$ cat config.mk
export PLATFORM = sky130hd
export DESIGN_NAME = adc_bank_sequencer
export DESIGN_NICKNAME = d
export VERILOG_FILES = /design/src/rtl/adcseq_pkg.sv /design/src/rtl/adcseq_ctrl.sv /design/src/rtl/adcseq_datapath.sv /design/src/rtl/adc_bank_sequencer.sv
export SDC_FILE = /design/constraint.sdc
export NUM_CORES = 1
export LEC_CHECK = 0
export ABC_CLOCK_PERIOD_IN_PS = 3800
export BUFFER_PORTS_ARGS = -buffer_cell sky130_fd_sc_hd__buf_2
export CORE_ASPECT_RATIO = 1.1
export CORE_MARGIN = 10
export CORE_UTILIZATION = 55
export CTS_CLUSTER_SIZE = 14
export DETAILED_ROUTE_END_ITERATION = 16
export HOLD_SLACK_MARGIN = 0.03
export MAX_ROUTING_LAYER = met4
export PLACE_DENSITY_LB_ADDON = 0.15
export SLEW_MARGIN = 30
export SYNTH_ARGS = -nofsm -noshare
export SYNTH_HDL_FRONTEND = slang
export SYNTH_SLANG_ARGS = --single-unit
$ cat constraint.sdc
create_clock -name clk -period 3.8 [get_ports clk]
set_input_delay 0.76 -clock clk [delete_from_list [all_inputs] [get_ports clk]]
set_output_delay 0.76 -clock clk [all_outputs]
set_load 0.01 [all_outputs]
$ cat src/rtl/adcseq_pkg.sv
package adcseq_pkg;

  localparam int unsigned NUM_ADC = 8;
  localparam int unsigned IDX_W   = $clog2(NUM_ADC);

  typedef enum logic [2:0] {
    ST_IDLE,
    ST_START,
    ST_WAIT,
    ST_READ,
    ST_DONE
  } seq_state_e;

  // Strobes from the sequencing control to the datapath
  typedef struct packed {
    logic             startAll;  // all chip selects + write-start low
    logic             clrWait;   // clear the wait timer
    logic             cntWait;   // advance the wait timer
    logic             readEn;    // read strobe active
    logic             capture;   // store selected converter result this edge
    logic [IDX_W-1:0] readIdx;   // converter under read
  } seq_strobe_t;

endpackage

$ cat src/rtl/adcseq_ctrl.sv
module adcseq_ctrl
  import adcseq_pkg::*;
#(
  parameter int unsigned ADDR_W = 16,
  parameter logic [3:0]  REGION = 4'h5
) (
  input  logic        clk,
  input  logic        rst,
  input  logic        busWrEn,
  input  logic [ADDR_W-1:0] busAddr,
  input  logic        allDoneSync,
  input  logic        armed,
  input  logic        timedOut,
  output seq_strobe_t strobe,
  output logic        busy,
  output logic        done,
  output logic        errFlag
);

  localparam logic [IDX_W-1:0] LAST_IDX = IDX_W'(NUM_ADC - 1);

  seq_state_e       state;
  logic             phase;
  logic [IDX_W-1:0] idx;
  logic             startHit;
  logic             bankReady;

  // Coarse region decode: only the upper nibble matters
  assign startHit  = busWrEn && (busAddr[ADDR_W-1 -: 4] == REGION);
  assign bankReady = armed && allDoneSync;

  always_ff @(posedge clk) begin
    if (rst) begin
      state   <= ST_IDLE;
      phase   <= 1'b0;
      idx     <= '0;
      errFlag <= 1'b0;
    end else begin
      unique case (state)
        ST_IDLE: begin
          if (startHit) begin
            state   <= ST_START;
            phase   <= 1'b0;
            errFlag <= 1'b0;
          end
        end
        ST_START: begin
          if (phase) begin
            state <= ST_WAIT;
            phase <= 1'b0;
          end else begin
            phase <= 1'b1;
          end
        end
        ST_WAIT: begin
          if (bankReady) begin
            state <= ST_READ;
            idx   <= '0;
            phase <= 1'b0;
          end else if (timedOut) begin
            state   <= ST_IDLE;
            errFlag <= 1'b1;
          end
        end
        ST_READ: begin
          if (phase) begin
            phase <= 1'b0;
            if (idx == LAST_IDX) begin
              state <= ST_DONE;
            end else begin
              idx <= idx + 1'b1;
            end
          end else begin
            phase <= 1'b1;
          end
        end
        ST_DONE: begin
          state <= ST_IDLE;
        end
        default: state <= ST_IDLE;
      endcase
    end
  end

  always_comb begin
    strobe          = '0;
    strobe.startAll = (state == ST_START);
    strobe.clrWait  = (state == ST_START);
    strobe.cntWait  = (state == ST_WAIT);
    strobe.readEn   = (state == ST_READ);
    strobe.capture  = (state == ST_READ) && phase;
    strobe.readIdx  = idx;
  end

  assign busy = (state != ST_IDLE);
  assign done = (state == ST_DONE);

  AST_DONE_SINGLE: assert property (@(posedge clk) disable iff (rst)
    done |=> !done);

  AST_BUSY_NO_RESTART: assert property (@(posedge clk) disable iff (rst)
    (busy && !strobe.startAll && startHit) |=> !strobe.startAll);

  AST_TIMEOUT_ERR: assert property (@(posedge clk) disable iff (rst)
    (strobe.cntWait && timedOut && !bankReady) |=> (errFlag && !busy));

endmodule

$ cat src/rtl/adcseq_datapath.sv
module adcseq_datapath
  import adcseq_pkg::*;
#(
  parameter int unsigned DATA_W      = 8,
  parameter int unsigned MEM_DEPTH   = 16,
  parameter int unsigned TO_W        = 16,
  parameter int unsigned SYNC_STAGES = 2,
  localparam int unsigned MEM_AW     = $clog2(MEM_DEPTH)
) (
  input  logic                      clk,
  input  logic                      rst,
  input  seq_strobe_t               strobe,
  input  logic [NUM_ADC-1:0]        adcIntrN,
  input  logic [NUM_ADC*DATA_W-1:0] adcData,
  input  logic [TO_W-1:0]           cfgTimeout,
  input  logic [MEM_AW-1:0]         bufBase,
  input  logic [MEM_AW-1:0]         rdAddr,
  output logic [DATA_W-1:0]         rdData,
  output logic [NUM_ADC-1:0]        adcCsN,
  output logic                      adcWrN,
  output logic                      adcRdN,
  output logic                      allDoneSync,
  output logic                      armed,
  output logic                      timedOut
);

  // ---------------- converter pin decode ----------------
  assign adcWrN = ~strobe.startAll;
  assign adcRdN = ~strobe.readEn;

  for (genvar i = 0; i < NUM_ADC; i++) begin : gCs
    assign adcCsN[i] = ~(strobe.startAll ||
                         (strobe.readEn && (strobe.readIdx == IDX_W'(i))));
  end

  // ---------------- completion merge + synchronizer ----------------
  logic                   mergedDone;
  logic [SYNC_STAGES-1:0] syncChain;

  assign mergedDone = ~(|adcIntrN);

  always_ff @(posedge clk) begin
    if (rst) syncChain <= '0;
    else     syncChain <= {syncChain[SYNC_STAGES-2:0], mergedDone};
  end

  assign allDoneSync = syncChain[SYNC_STAGES-1];

  // ---------------- wait timer ----------------
  logic [TO_W-1:0] waitCnt;

  always_ff @(posedge clk) begin
    if (rst || strobe.clrWait) begin
      waitCnt <= '0;
    end else if (strobe.cntWait && (waitCnt != '1)) begin
      waitCnt <= waitCnt + 1'b1;
    end
  end

  assign timedOut = (waitCnt >= cfgTimeout);
  assign armed    = (waitCnt >= TO_W'(SYNC_STAGES));

  // ---------------- result storage ----------------
  logic [MEM_AW-1:0] baseReg;
  logic [MEM_AW-1:0] wrAddr;
  logic [DATA_W-1:0] wrData;
  logic [DATA_W-1:0] resultMem [MEM_DEPTH];

  always_ff @(posedge clk) begin
    if (rst)                  baseReg <= '0;
    else if (strobe.startAll) baseReg <= bufBase;
  end

  assign wrAddr = baseReg + MEM_AW'(strobe.readIdx);
  assign wrData = adcData[strobe.readIdx*DATA_W +: DATA_W];

  always_ff @(posedge clk) begin
    if (strobe.capture) resultMem[wrAddr] <= wrData;
  end

  assign rdData = resultMem[rdAddr];

  AST_WR_TWO_CYCLES: assert property (@(posedge clk) disable iff (rst)
    $fell(adcWrN) |=> !adcWrN);

  AST_READ_AFTER_BANK_DONE: assert property (@(posedge clk) disable iff (rst)
    !adcRdN |-> allDoneSync);

  AST_READ_ONE_SELECT: assert property (@(posedge clk) disable iff (rst)
    !adcRdN |-> ($countones(~adcCsN) == 1));

endmodule

$ cat src/rtl/adc_bank_sequencer.sv
module adc_bank_sequencer
  import adcseq_pkg::*;
#(
  parameter int unsigned DATA_W      = 8,
  parameter int unsigned MEM_DEPTH   = 16,
  parameter int unsigned ADDR_W      = 16,
  parameter logic [3:0]  REGION      = 4'h5,
  parameter int unsigned TO_W        = 16,
  parameter int unsigned SYNC_STAGES = 2,
  localparam int unsigned MEM_AW     = $clog2(MEM_DEPTH)
) (
  input  logic                      clk,
  input  logic                      rst,
  input  logic                      busWrEn,
  input  logic [ADDR_W-1:0]         busAddr,
  input  logic [MEM_AW-1:0]         bufBase,
  input  logic [TO_W-1:0]           cfgTimeout,
  input  logic [NUM_ADC-1:0]        adcIntrN,
  input  logic [NUM_ADC*DATA_W-1:0] adcData,
  input  logic [MEM_AW-1:0]         rdAddr,
  output logic [DATA_W-1:0]         rdData,
  output logic [NUM_ADC-1:0]        adcCsN,
  output logic                      adcWrN,
  output logic                      adcRdN,
  output logic                      busy,
  output logic                      done,
  output logic                      errFlag
);

  seq_strobe_t strobe;
  logic        allDoneSync;
  logic        armed;
  logic        timedOut;

  adcseq_ctrl #(
    .ADDR_W (ADDR_W),
    .REGION (REGION)
  ) uCtrl (
    .clk         (clk),
    .rst         (rst),
    .busWrEn     (busWrEn),
    .busAddr     (busAddr),
    .allDoneSync (allDoneSync),
    .armed       (armed),
    .timedOut    (timedOut),
    .strobe      (strobe),
    .busy        (busy),
    .done        (done),
    .errFlag     (errFlag)
  );

  adcseq_datapath #(
    .DATA_W      (DATA_W),
    .MEM_DEPTH   (MEM_DEPTH),
    .TO_W        (TO_W),
    .SYNC_STAGES (SYNC_STAGES)
  ) uPath (
    .clk         (clk),
    .rst         (rst),
    .strobe      (strobe),
    .adcIntrN    (adcIntrN),
    .adcData     (adcData),
    .cfgTimeout  (cfgTimeout),
    .bufBase     (bufBase),
    .rdAddr      (rdAddr),
    .rdData      (rdData),
    .adcCsN      (adcCsN),
    .adcWrN      (adcWrN),
    .adcRdN      (adcRdN),
    .allDoneSync (allDoneSync),
    .armed       (armed),
    .timedOut    (timedOut)
  );

endmodule

==> out/results.ini <==
[drt]
wl_per_cell_um=21.25
vias_per_cell=5.810
drt-total-wl_um=18050
vias=4933
drtPass1Iterations=5
drc=0
ant_nets=0
drt_iter0_markers=365

[final_layout]
drive_gt1_frac=0.3504
fillers=992
area_delta_synth_final_pct=19.44
seqCellArea_um2=4444
multi_input_area_um2=2882
nets=795
antenna_cells=0

[setup_path]
crit_required_ns=3.84
start_kind=flip-flop
crit_fanout=12
path_class=reg -> reg
cp-end-kind=flip-flop
reg2reg_depth=5
r2r_slack_ns=0.63
cp.arrival_ns=3.21

[pwr]
comb_power_share=0.058
p_per_area_nw_per_um2=412.1
p_leak_nw=3.287
totalPowerFinal_mw=3.703
p_sw_frac=0.2034
power.switching_uw=753.0
p_clk_frac=0.436
internal-power_mw=2.950
seqPwrFrac=0.505
ir_drop_uv=305.3

[clock_tree]
holdBufCountCts=0
post_cts_buffers=0
path_clk_slew_ns=0.06
cts_root_buf=clkbuf_16
clk_latency_ns=0.41
clockBufferDepth=2
cts.htree.levels=4
clock_sinks=158
cts_resized=0
cts_tree=done
cts_buffers=17

[synthesis]
synth.distinct_cells=49
ys_ff_latch=158
postSynthAreaPerCell_um2=14.52
yosysSeqAreaShare=0.5907
synth_edf_count=128
syn_nets=661
ys_warn_count=0
syn_area_um2=7523
syn_inst=518
async_flop_share=0
synthFlopType=edfxtp_1

[global_route]
grt_first_pass_wirelength_um=28550
grt_usage=0.2008
grt-busiest-layer=met2
gr-total-overflow=0
grt_use_met2=0.3520
grt_pass1_vias=5221
met1_usage=0.2305
use_met3=0.03965
grt_max_degree=33
antenna_found_initial=0

[floorplanning]
io_pins=136
die_h_um=142.7
start_util=0.5647
dieArea_um2=18760
placeableCoreArea_um2=13320
rows=44
fp.dieW_um=131.5

[placed_design]
hpwlAfterDp_um=13210
gp_congestion=0.8230
portBuffers=123

[timing]
tightest_slew_ns=0.9749
min_period_over_period=0.8346
hold_ws_ns=0.4562
fin_tns_setup_ns=0
timing.slew.headroom=0.3477
min_period_ns=3.171
rsz0062_at_grt=false
finClkSkew_ns=0.005594
hold_viol=0
slew_violations=0
fmax_mhz=315.3
setup_viol=0

[hold_path]
holdPathStages=1
hp-class=reg -> reg

[outcome]
status=completed

[job]
maxCapViolations=0

-- path summary, 6_finish.rpt --
kind | start | endpoint
setup / recovery | uCtrl.state[1]$_SDFFE_PP0P_ | uPath.resultMem[8][2]$_DFFE_PP_
hold reg to reg | uPath.syncChain[0]$_SDFF_PP0_ | uPath.syncChain[1]$_SDFF_PP0_
setup reg to reg | uCtrl.state[1]$_SDFFE_PP0P_ | uPath.resultMem[8][2]$_DFFE_PP_
hold / removal | uPath.syncChain[0]$_SDFF_PP0_ | uPath.syncChain[1]$_SDFF_PP0_
-- cell usage after synthesis (all sizes together) (2+ instances only) --
| library cell | instances | area share |
|---|---|---|
| inv | 27 | 0.013 |
| nand4b | 3 | 0.0035 |
| dfxtp | 30 | 0.080 |
| nor2b | 3 | 0.0025 |
| a221oi | 2 | 0.0023 |
| clkbuf | 13 | 0.0065 |
| mux4 | 56 | 0.17 |
| nor2 | 36 | 0.018 |
| a31oi | 4 | 0.0033 |
| buf | 10 | 0.0062 |
| o22ai | 2 | 0.0017 |
| nor4 | 9 | 0.0095 |
| xnor2 | 14 | 0.016 |
| o21ai | 6 | 0.0040 |
| or4 | 3 | 0.0035 |
| nor3 | 12 | 0.0080 |
| and2 | 2 | 0.0017 |
| nand2 | 54 | 0.027 |
| and4 | 3 | 0.0035 |
| a21oi | 31 | 0.021 |
| ha | 27 | 0.045 |
| nand3 | 6 | 0.0040 |
| edfxtp | 128 | 0.51 |
| xor2 | 2 | 0.0023 |
| a2111oi | 2 | 0.0032 |
| or3 | 3 | 0.0025 |
| a211oi | 3 | 0.0030 |
| nor3b | 2 | 0.0020 |
| and3 | 2 | 0.0017 |
| nand4 | 10 | 0.010 |
-- power by group through the flow --
stage | Sequential, mW | Clock (mW) | Combinational [mW]
final | 1.87 | 1.62 | 0.216
after global routing | 1.87 | 1.70 | 0.238
after CTS | 1.87 | 1.63 | 0.219
after detailed placement | 1.91 | 0 | 0.219
after global placement | 1.91 | 0 | 0.209
after floorplan | 1.91 | 0 | 0.120
-- placed cells by master (no fill, tap or decap), drive strengths merged, types with 2 or more instances in the layout --
cell type,instances
buf,138
edfxtp,128
mux4,56
nand2,54
nor2,36
a21oi,31
dfxtp,30
inv,30
ha,27
clkbuf,19
xnor2,14
nor3,12
nand4,10
nor4,9
nand3,6
o21ai,6
clkinv,5
a31oi,4
clkinvlp,4
nor2b,3
or3,3
nand4b,3
a211oi,3
and4,3
or4,3
and2,2
xor2,2
o22ai,2
a221oi,2
nor3b,2
and3,2
bufinv,2
a2111oi,2
-- cell type report --
type / count / area share
clock buffer: 19 / 0.04818
clock inverter: 13 / 0.01546
inverter: 28 / 0.01170
multi-input combinational: 309 / 0.3207
sequential: 158 / 0.4946
tap: 184 / 0.02562
timing repair buffer: 138 / 0.08382
-- critical path, stage by stage (launching register included) --
cell and delay [ns]:
dfxtp_1 0.51, nor2b_1 0.34, and2_1 0.43, inv_1 0.15
or4b_2 0.70, nor2_1 0.66
-- through the flow --
step,util,setup WS [ns],cell area (um^2),instances
6_report,0.6745,0.6286,8986,849
2_1_floorplan,-,0.7380,7523,518
4_1_cts,0.6743,0.6448,8984,849
3_3_place_gp,0.6314,0.6657,8412,817
3_5_place_dp,0.6314,0.6507,8412,817
5_1_grt,0.6745,0.4285,8986,849
-- per-layer routing --
| metal | wire length (um) | vias up |
|---|---|---|
| met1 | 7186 | 2434 |
| met2 | 9713 | 184 |
| met3 | 867 | 26 |
| met4 | 277 | 0 |
| li1 | - | 2289 |
| met5 | 0 | - |
-- cells by family (layout without fill, tap and decap cells) --
| family | after synthesis | after routing | share of synthesized area |
|---|---|---|---|
| DFF | 158 | 158 | 0.5907 |
| xor gates and xnor gates | 16 | 16 | 0.01863 |
| muxes | 56 | 56 | 0.1676 |
| AOI/OAI and AO/OA | 57 | 57 | 0.04574 |
| buffers and inverters | 51 | 198 | 0.02661 |
| and+or+nand+nor | 152 | 152 | 0.1031 |
| adders and majority gates | 28 | 28 | 0.04756 |
-- registers in the layout, summed over array words and instances, names as in the netlist --
signal and count:
uPath.resultMem 128, uCtrl.phase 1, uCtrl.idx 3, uPath.syncChain 2, uPath.waitCnt 16, uPath.baseReg 4, uCtrl.state 3, uCtrl.errFlag 1
(Power assumes the default switching activity.)
